File: src/rtl/stepper_sweep_pkg.sv
package stepper_sweep_pkg;
  typedef enum logic [2:0] {
    ST_IDLE,
    ST_SETUP,
    ST_CHECK,
    ST_HALF_A,
    ST_HALF_B
  } sweep_state_e;
endpackage

File: src/rtl/sweep_delay_timer.sv
module sweep_delay_timer #(
  parameter int DLY_W = 16
) (
  input  logic             clk,
  input  logic             rst_n,
  input  logic             load,
  input  logic [DLY_W-1:0] load_val,
  input  logic             tick,
  output logic             expired
);
  logic [DLY_W-1:0] cnt_q;

  always_ff @(posedge clk or negedge rst_n) begin
    if (!rst_n)                      cnt_q <= '0;
    else if (load)                   cnt_q <= load_val;
    else if (tick && cnt_q != '0)    cnt_q <= cnt_q - 1'b1;
  end

  assign expired = (cnt_q == '0);
endmodule

File: src/rtl/sweep_step_fsm.sv
module sweep_step_fsm
  import stepper_sweep_pkg::*;
#(
  parameter int DLY_W = 16,
  parameter int CNT_W = 16,
  parameter int CH_W  = 2
) (
  input  logic             clk,
  input  logic             rst_n,
  input  logic             start,
  input  logic             stop_req,
  input  logic [CH_W-1:0]  sel_idx,
  input  logic [DLY_W-1:0] delay_cfg,
  input  logic [CNT_W-1:0] rlen_cfg,
  input  logic [CNT_W-1:0] llen_cfg,
  input  logic             timer_expired,
  output logic             busy,
  output logic [CH_W-1:0]  chan_q,
  output logic             dir_we,
  output logic             dir_val,
  output logic             step_tgl,
  output logic             timer_load,
  output logic [DLY_W-1:0] timer_val
);
  sweep_state_e     state_q, state_d;
  logic             dir_left_q;
  logic             stop_pend_q;
  logic [CNT_W-1:0] remain_q;
  logic [DLY_W-1:0] dly_q;
  logic             abort;

  assign abort     = stop_req | stop_pend_q;
  assign busy      = (state_q != ST_IDLE);
  assign timer_val = dly_q;
  assign dir_val   = dir_left_q;

  always_comb begin
    state_d    = state_q;
    dir_we     = 1'b0;
    step_tgl   = 1'b0;
    timer_load = 1'b0;
    unique case (state_q)
      ST_IDLE:   if (start) state_d = ST_SETUP;
      ST_SETUP: begin
        dir_we  = 1'b1;
        state_d = ST_CHECK;
      end
      ST_CHECK: begin
        if (abort)                 state_d = ST_IDLE;
        else if (remain_q == '0)   state_d = ST_SETUP;
        else begin
          step_tgl   = 1'b1;
          timer_load = 1'b1;
          state_d    = ST_HALF_A;
        end
      end
      ST_HALF_A: if (timer_expired) begin
        step_tgl   = 1'b1;
        timer_load = 1'b1;
        state_d    = ST_HALF_B;
      end
      ST_HALF_B: if (timer_expired) state_d = ST_CHECK;
      default:   state_d = ST_IDLE;
    endcase
  end

  always_ff @(posedge clk or negedge rst_n) begin
    if (!rst_n) begin
      state_q     <= ST_IDLE;
      dir_left_q  <= 1'b0;
      stop_pend_q <= 1'b0;
      remain_q    <= '0;
      dly_q       <= '0;
      chan_q      <= '0;
    end else begin
      state_q <= state_d;
      if (state_q == ST_IDLE) begin
        stop_pend_q <= 1'b0;
        if (start) begin
          chan_q     <= sel_idx;
          dir_left_q <= 1'b0;
        end
      end else if (state_q == ST_CHECK && abort) begin
        stop_pend_q <= 1'b0;
      end else if (stop_req) begin
        stop_pend_q <= 1'b1;
      end
      if (state_q == ST_SETUP) begin
        remain_q <= dir_left_q ? llen_cfg : rlen_cfg;
        dly_q    <= delay_cfg;
      end
      if (state_q == ST_CHECK && !abort) begin
        if (remain_q == '0) dir_left_q <= ~dir_left_q;
        else                remain_q   <= remain_q - 1'b1;
      end
    end
  end
endmodule

File: src/rtl/stepper_sweep.sv
module stepper_sweep #(
  parameter int              CHANNELS      = 4,
  parameter int              SEL_W         = 3,
  parameter int              DLY_W         = 16,
  parameter int              CNT_W         = 16,
  parameter logic [15:0]     DLY_DEFAULT   = 16'h0100,
  parameter logic [15:0]     SWING_DEFAULT = 16'd200
) (
  input  logic                  clk,
  input  logic                  rst_n,
  input  logic                  tick,
  input  logic                  start,
  input  logic                  stop_req,
  input  logic [SEL_W-1:0]      motor_sel,
  input  logic                  cfg_wr,
  input  logic [DLY_W-1:0]      cfg_delay,
  input  logic [CNT_W-1:0]      cfg_right_len,
  input  logic [CNT_W-1:0]      cfg_left_len,
  input  logic                  host_wr,
  input  logic [2*CHANNELS-1:0] host_wdata,
  output logic [2*CHANNELS-1:0] ctrl_byte,
  output logic                  busy
);
  localparam int BYTE_W = 2 * CHANNELS;
  localparam int CH_W   = (CHANNELS > 1) ? $clog2(CHANNELS) : 1;

  logic [CH_W-1:0]  sel_idx, chan_q;
  logic [DLY_W-1:0] delay_q, timer_val;
  logic [CNT_W-1:0] rlen_q, llen_q;
  logic             dir_we, dir_val, step_tgl, timer_load, timer_expired;
  logic [1:0]       pair_q [CHANNELS];

  // Clamp the select value into 1..CHANNELS, then make it zero-based.
  always_comb begin
    if (motor_sel == '0)                          sel_idx = '0;
    else if (motor_sel >= SEL_W'(CHANNELS))       sel_idx = CH_W'(CHANNELS - 1);
    else                                          sel_idx = CH_W'(motor_sel - 1'b1);
  end

  always_ff @(posedge clk or negedge rst_n) begin
    if (!rst_n) begin
      delay_q <= DLY_W'(DLY_DEFAULT);
      rlen_q  <= CNT_W'(SWING_DEFAULT);
      llen_q  <= CNT_W'(SWING_DEFAULT);
    end else if (cfg_wr) begin
      delay_q <= cfg_delay;
      rlen_q  <= cfg_right_len;
      llen_q  <= cfg_left_len;
    end
  end

  sweep_step_fsm #(.DLY_W(DLY_W), .CNT_W(CNT_W), .CH_W(CH_W)) u_fsm (
    .clk(clk), .rst_n(rst_n), .start(start), .stop_req(stop_req),
    .sel_idx(sel_idx), .delay_cfg(delay_q), .rlen_cfg(rlen_q), .llen_cfg(llen_q),
    .timer_expired(timer_expired), .busy(busy), .chan_q(chan_q),
    .dir_we(dir_we), .dir_val(dir_val), .step_tgl(step_tgl),
    .timer_load(timer_load), .timer_val(timer_val)
  );

  sweep_delay_timer #(.DLY_W(DLY_W)) u_timer (
    .clk(clk), .rst_n(rst_n), .load(timer_load), .load_val(timer_val),
    .tick(tick), .expired(timer_expired)
  );

  // One direction/step pair per channel; bit 0 is direction, bit 1 is step.
  for (genvar g = 0; g < CHANNELS; g++) begin : g_chan
    always_ff @(posedge clk or negedge rst_n) begin
      if (!rst_n) begin
        pair_q[g] <= 2'b00;
      end else if (host_wr && !busy) begin
        pair_q[g] <= host_wdata[2*g +: 2];
      end else if (busy && chan_q == CH_W'(g)) begin
        if (dir_we)   pair_q[g][0] <= dir_val;
        if (step_tgl) pair_q[g][1] <= ~pair_q[g][1];
      end
    end
    assign ctrl_byte[2*g +: 2] = pair_q[g];
  end
endmodule

File: config.mk
export PLATFORM = sky130hd
export DESIGN_NAME = stepper_sweep
export DESIGN_NICKNAME = d
export VERILOG_FILES = /design/src/rtl/stepper_sweep_pkg.sv /design/src/rtl/sweep_delay_timer.sv /design/src/rtl/sweep_step_fsm.sv /design/src/rtl/stepper_sweep.sv
export SDC_FILE = /design/constraint.sdc
export NUM_CORES = 1
export LEC_CHECK = 0
export CORE_MARGIN = 10
export CORE_UTILIZATION = 50
export CTS_BUF_LIST = sky130_fd_sc_hd__clkbuf_8 sky130_fd_sc_hd__clkbuf_16
export CTS_CLUSTER_DIAMETER = 30
export DETAILED_ROUTE_END_ITERATION = 10
export HOLD_SLACK_MARGIN = 0.03
export PLACE_DENSITY_LB_ADDON = 0.25
export REMOVE_ABC_BUFFERS = 1
export SLEW_MARGIN = 5
export SYNTH_ARGS = -nofsm -noshare
export SYNTH_HDL_FRONTEND = slang
export SYNTH_SLANG_ARGS = --single-unit
export TNS_END_PERCENT = 20
File: constraint.sdc
create_clock -name clk -period 3.7 [get_ports clk]
set_clock_uncertainty 0.2 [all_clocks]
set_input_delay 0.74 -clock clk [delete_from_list [all_inputs] [get_ports clk]]
set_output_delay 0.74 -clock clk [all_outputs]
set_load 0.02 [all_outputs]
# After elaboration in Yosys (flattened, before gate mapping)
# Index checks and enable logic that the tools add are counted.
# op_classes
bitwise_logic,6
reduce_logical,35
eq_ne,10
n_lt_le_gt_ge,1
add_sub_neg,3
mux,39
# op_table
cell,n
16-bit two-way mux,6
16-bit zero test,2
16-bit by 1-bit subtractor with 16-bit output (second input constant),2
2-bit two-way mux,11
2-bit AND reduction,9
1-bit two-way mux,16
16-bit nonzero test,1
3-bit one-hot mux with 5 select lines,1
2-bit nonzero test,7
3-bit two-way mux,4
1-bit logical AND,8
3-bit by 2-bit equality test with 1-bit output (second input constant),2
3-bit zero test,2
2-bit inequality test (second input constant),3
3-bit nonzero test,2
1-bit inverter,5
2-bit equality test (second input constant),2
3-bit by 1-bit equality test with 1-bit output (second input constant),1
3-bit equality test (second input constant),1
3-bit >= comparator (second input constant),1
3-bit AND reduction,1
2-bit by 1-bit equality test with 1-bit output (second input constant),1
1-bit zero test,2
2-bit zero test,1
other kinds (3),3
# word_totals
ff_bits,111
output_inout_bits,9
wordCells,112

# Longest topological paths before layout
# depth
depth_word,7
ltp_mapped,11
ltp_nobuf,8

# Cells and area by module
# Synthesis repeated with hierarchy kept, for this count alone.
# hier_totals
cells_unflattened,506
hier_area_um2,5725.5
# modules_own_cells
mod,n_inst,seq_area_each_um2,area_per_inst_um2,cells_each
stepper_sweep,1,1410.1,2408.6,150
sweep_step_fsm,1,975.9,2253.4,232
sweep_delay_timer,1,400.4,1063.5,124

# Worst setup path after synthesis
# No wires, ideal clock.
# synth_timing
path_type,register to register
start,register u_timer.cnt_q[0]
end,register u_timer.cnt_q[10]
required_time_ns,3.417
slack_ns,1.392
setup_ns,0.083
path_buffers,3
stages_incl_launch_ff,12
arrival_time_ns,2.025
path_cell_list,dfrtp_1 -> inv_1 -> ha_1 -> nor4b_1 -> and4b_1 -> and4b_1 -> buf_4 -> or2_1 -> buf_4 -> buf_6 -> nand2_1 -> o21ai_0
# synth_between
elab_chain_cells,4
word_cells_on_any_way,9
classes_between,add/sub: 1; mux: 4; reduce/logical: 4
# synth_rtl
item,line_no,text
"start, declared",sweep_delay_timer.sv:11,logic [DLY_W-1:0] cnt_q;
"start signal, assigned",sweep_delay_timer.sv:15,else if (load) cnt_q <= load_val;
"start signal, assigned",sweep_delay_timer.sv:16,else if (tick && cnt_q != '0) cnt_q <= cnt_q - 1'b1;
"parallel branches: the longest is 4 deep, another holds 16-bit by 1-bit subtractor with 16-bit output",n/a,
# Parallel ways; which one is timed is not known. The select of a mux whose other input is x is not followed.
# A chain may end at the register's enable or synchronous reset.

# Worst setup path in the final report
# layout_timing
start,register u_timer.cnt_q[0]
end,register u_timer.cnt_q[4]
# Same word-level chain as after synthesis.

==> out/metrics.cfg <==
[synth]
synth_most_common_cell = dfrtp_1
synth_simple_gate_area_frac = 0.164
synthFlopType = dfrtp_1
synth_area_leader_cell = dfrtp_1
avgSynthCellArea_sq_um = 10.4
synth_cells = 504
postSynth.asyncResetShare = 1.00
synth-compound-area-share = 0.108
synth-edff-count = 0
ys_top_cells_by_area = dfrtp_1 (50%), mux2_2 (10%), nand2_1 (5.9%)
synth_common_cells = dfrtp_1 (104), nand2_1 (83), mux2_2 (48)
netlist.area_leader.share = 0.496
synth_cell_types = 49
synth_mux_area_frac = 0.141
synth_top_family_by_area = simple AND/OR/NAND/NOR gates
synth_area_sq_um = 5250
synthXorXnorAreaFrac = 0.0217
seq_area_frac_synth = 0.531
synthAdderAreaFrac = 0.00954
ys_seq_elements = 111
yosysWarningCount = 0

[timing]
fmax_ghz = 0.337
finalSetupViolations = 0
setup_tns_ps = 0
fin_crit_sh = 0.802
grt_setup_unrepaired = false
fin_crit_ps = 2970
finalMaxSlewViolations = 0
hold_viol_final = 0
slew_headroom = 0.295
tightest_slew_ps = 1060

[flow_run]
drv_cap = 0

[grt]
grt_pass1_wl_um = 19600
grt_start_max_net_pins = 62
grt_antenna_before_repair = 0
track_usage = 0.158
grt_pass1_vias = 4205
gr-total-overflow = 0

[setup_path]
path_max_fanout = 14
worstPathRequired_ps = 3790
cp-end-kind = flop
arrival_ps = 3060
worst-setup-path-type = reg -> reg
critPathLaunchType = flop

[route]
wl_met3_um = 331
drt_iter0_markers = 185
route.final.wire_length_um = 11200
top_layer_used = met4
ant_nets = 0
drt_pass1_iterations = 4
wl_met1_um = 4960
vias_per_cell = 5.48
via_count = 3925
wl_met2_um = 5740
routedWlPerCell_um = 15.7
drc = 0

[floorplan]
core_region_area_sq_um = 10300
die_h_um = 122
start_util = 0.510
die-area_sq_um = 15000
io_pins = 75
num_rows = 37
die_w_um = 122

[layout]
nets = 645
drive_gt1_frac = 0.148
post-route-cell-area_sq_um = 6320
num_antenna_cells = 0
area_delta_synth_final_pct = 20.5
fin_cells = 716

[min_path]
hold_class = in -> async

[cts]
cts_tree = yes
cts_root_buf = clkbuf_8
cts_resized = 0
htreeDepth = 3
cts.clk_slew.worst_paths_ps = 100
clock_latency_ps = 370
cts_made_buffers = 9
hold_buffers = 0
clk_path_buf_depth = 2
clkSinkCount = 111
cts_setup_buffers = 0

[placement]
dp_cells = 700
placed_cell_area_sq_um = 6120
port-buffer-count = 74
hpwl_um = 8160
place_congestion = 0.897

[run_status]
status = complete, no violations

[power_and_ir_drop]
p_leak_nw = 2.63
power.total_w = 0.00412
ir_worst_vdd_mv = 0.319
power_density_nw_per_um2 = 652

==> layer usage <==
layer,up-vias,global-route usage
met3,13,0.0381
met1,1936,0.188
li1,1911,-
met5,-,0
met4,0,0.0479
met2,65,0.277
==> flip-flops by register name, indices dropped and copies added (netlist names) <==
name / count
delay_q: 16
llen_q: 16
rlen_q: 16
u_fsm.remain_q: 16
u_fsm.timer_val: 16
u_timer.cnt_q: 16
ctrl_byte: 8
u_fsm.state_q: 3
u_fsm.chan_q: 2
u_fsm.dir_val: 1
u_fsm.stop_pend_q: 1
==> cells in the final DEF (no fill, tap or decap), types with 3 or more instances in the layout <==
cell | Yosys | layout
clkbuf_8 | 0 | 11
a221oi_1 | 3 | 3
dfstp_2 | 7 | 7
o21bai_1 | 3 | 3
xor2_1 | 8 | 8
xnor2_1 | 5 | 5
o21ai_1 | 3 | 3
nor4_1 | 4 | 4
ha_1 | 4 | 4
clkdlybuf4s50_1 | 0 | 72
nor2_1 | 45 | 44
mux2i_1 | 20 | 20
o21ai_0 | 27 | 27
nand2_1 | 83 | 83
a211o_1 | 4 | 4
a22oi_1 | 6 | 6
mux2_2 | 48 | 48
nand3_1 | 11 | 11
nand2b_1 | 4 | 4
o21a_1 | 6 | 6
a21oi_1 | 16 | 16
nor3_1 | 20 | 20
buf_4 | 2 | 10
inv_1 | 7 | 8
dfrtp_1 | 104 | 104
a32oi_1 | 7 | 7
or3_1 | 5 | 5
==> worst max-delay path, stage by stage (launching register included) <==
cell     delay, ps
dfrtp_1        440
inv_1           80
ha_1           170
nor4b_1        440
and4b_1        390
and4b_1        390
or2_1          480
a22oi_1        170
o21ai_1        110
==> through the flow <==
stage                util  hold slack, ps  setup WS (ps)
global route        0.615             276            411
detailed placement  0.595             257            733
global placement    0.595             252            824
CTS                 0.615             251            756
finish              0.615             228            734
floorplan               -             235            870
==> area by class of cell <==
class,count,area [sq um]
fillers,875,3950
flip-flops and latches,111,2790
multi-input cells,363,2330
repair buffers,83,801
well taps,136,170
clock buffers,11,151
clock inverters,5,55.1
inverters,7,26.3
==> power breakdown <==
group | internal (W) | switching [W] | leakage [nW] | total, W
registers | 0.00159 | 0.000339 | 1.32 | 0.00193
logic | 0.000669 | 0.000777 | 1.20 | 0.00145
clock network | 0.000349 | 0.000391 | 0.107 | 0.000740
==> final timing paths <==
path,cells past startpoint,to,slack [ps],start
setup / recovery,8,u_timer.cnt_q[4],730,u_timer.cnt_q[0]
hold / removal,1,u_timer.cnt_q[0],230,rst_n
setup reg to reg,8,u_timer.cnt_q[4],730,u_timer.cnt_q[0]
hold reg to reg,2,u_fsm.timer_val[14],270,delay_q[14]
max in group asynchronous,2,llen_q[3],2220,rst_n
min in group clk,2,u_fsm.timer_val[14],270,delay_q[14]
==> kinds of logic after synthesis <==
logic type,after synthesis
AND/OR/NAND/NOR,190
flip-flops,111
AO/OA/AOI/OAI,88
multiplexers,68
buffers and inverters,30
XOR/XNOR,13
adder cells (fa/ha/maj),4
No activity file was read; power rests on OpenSTA's default activity.
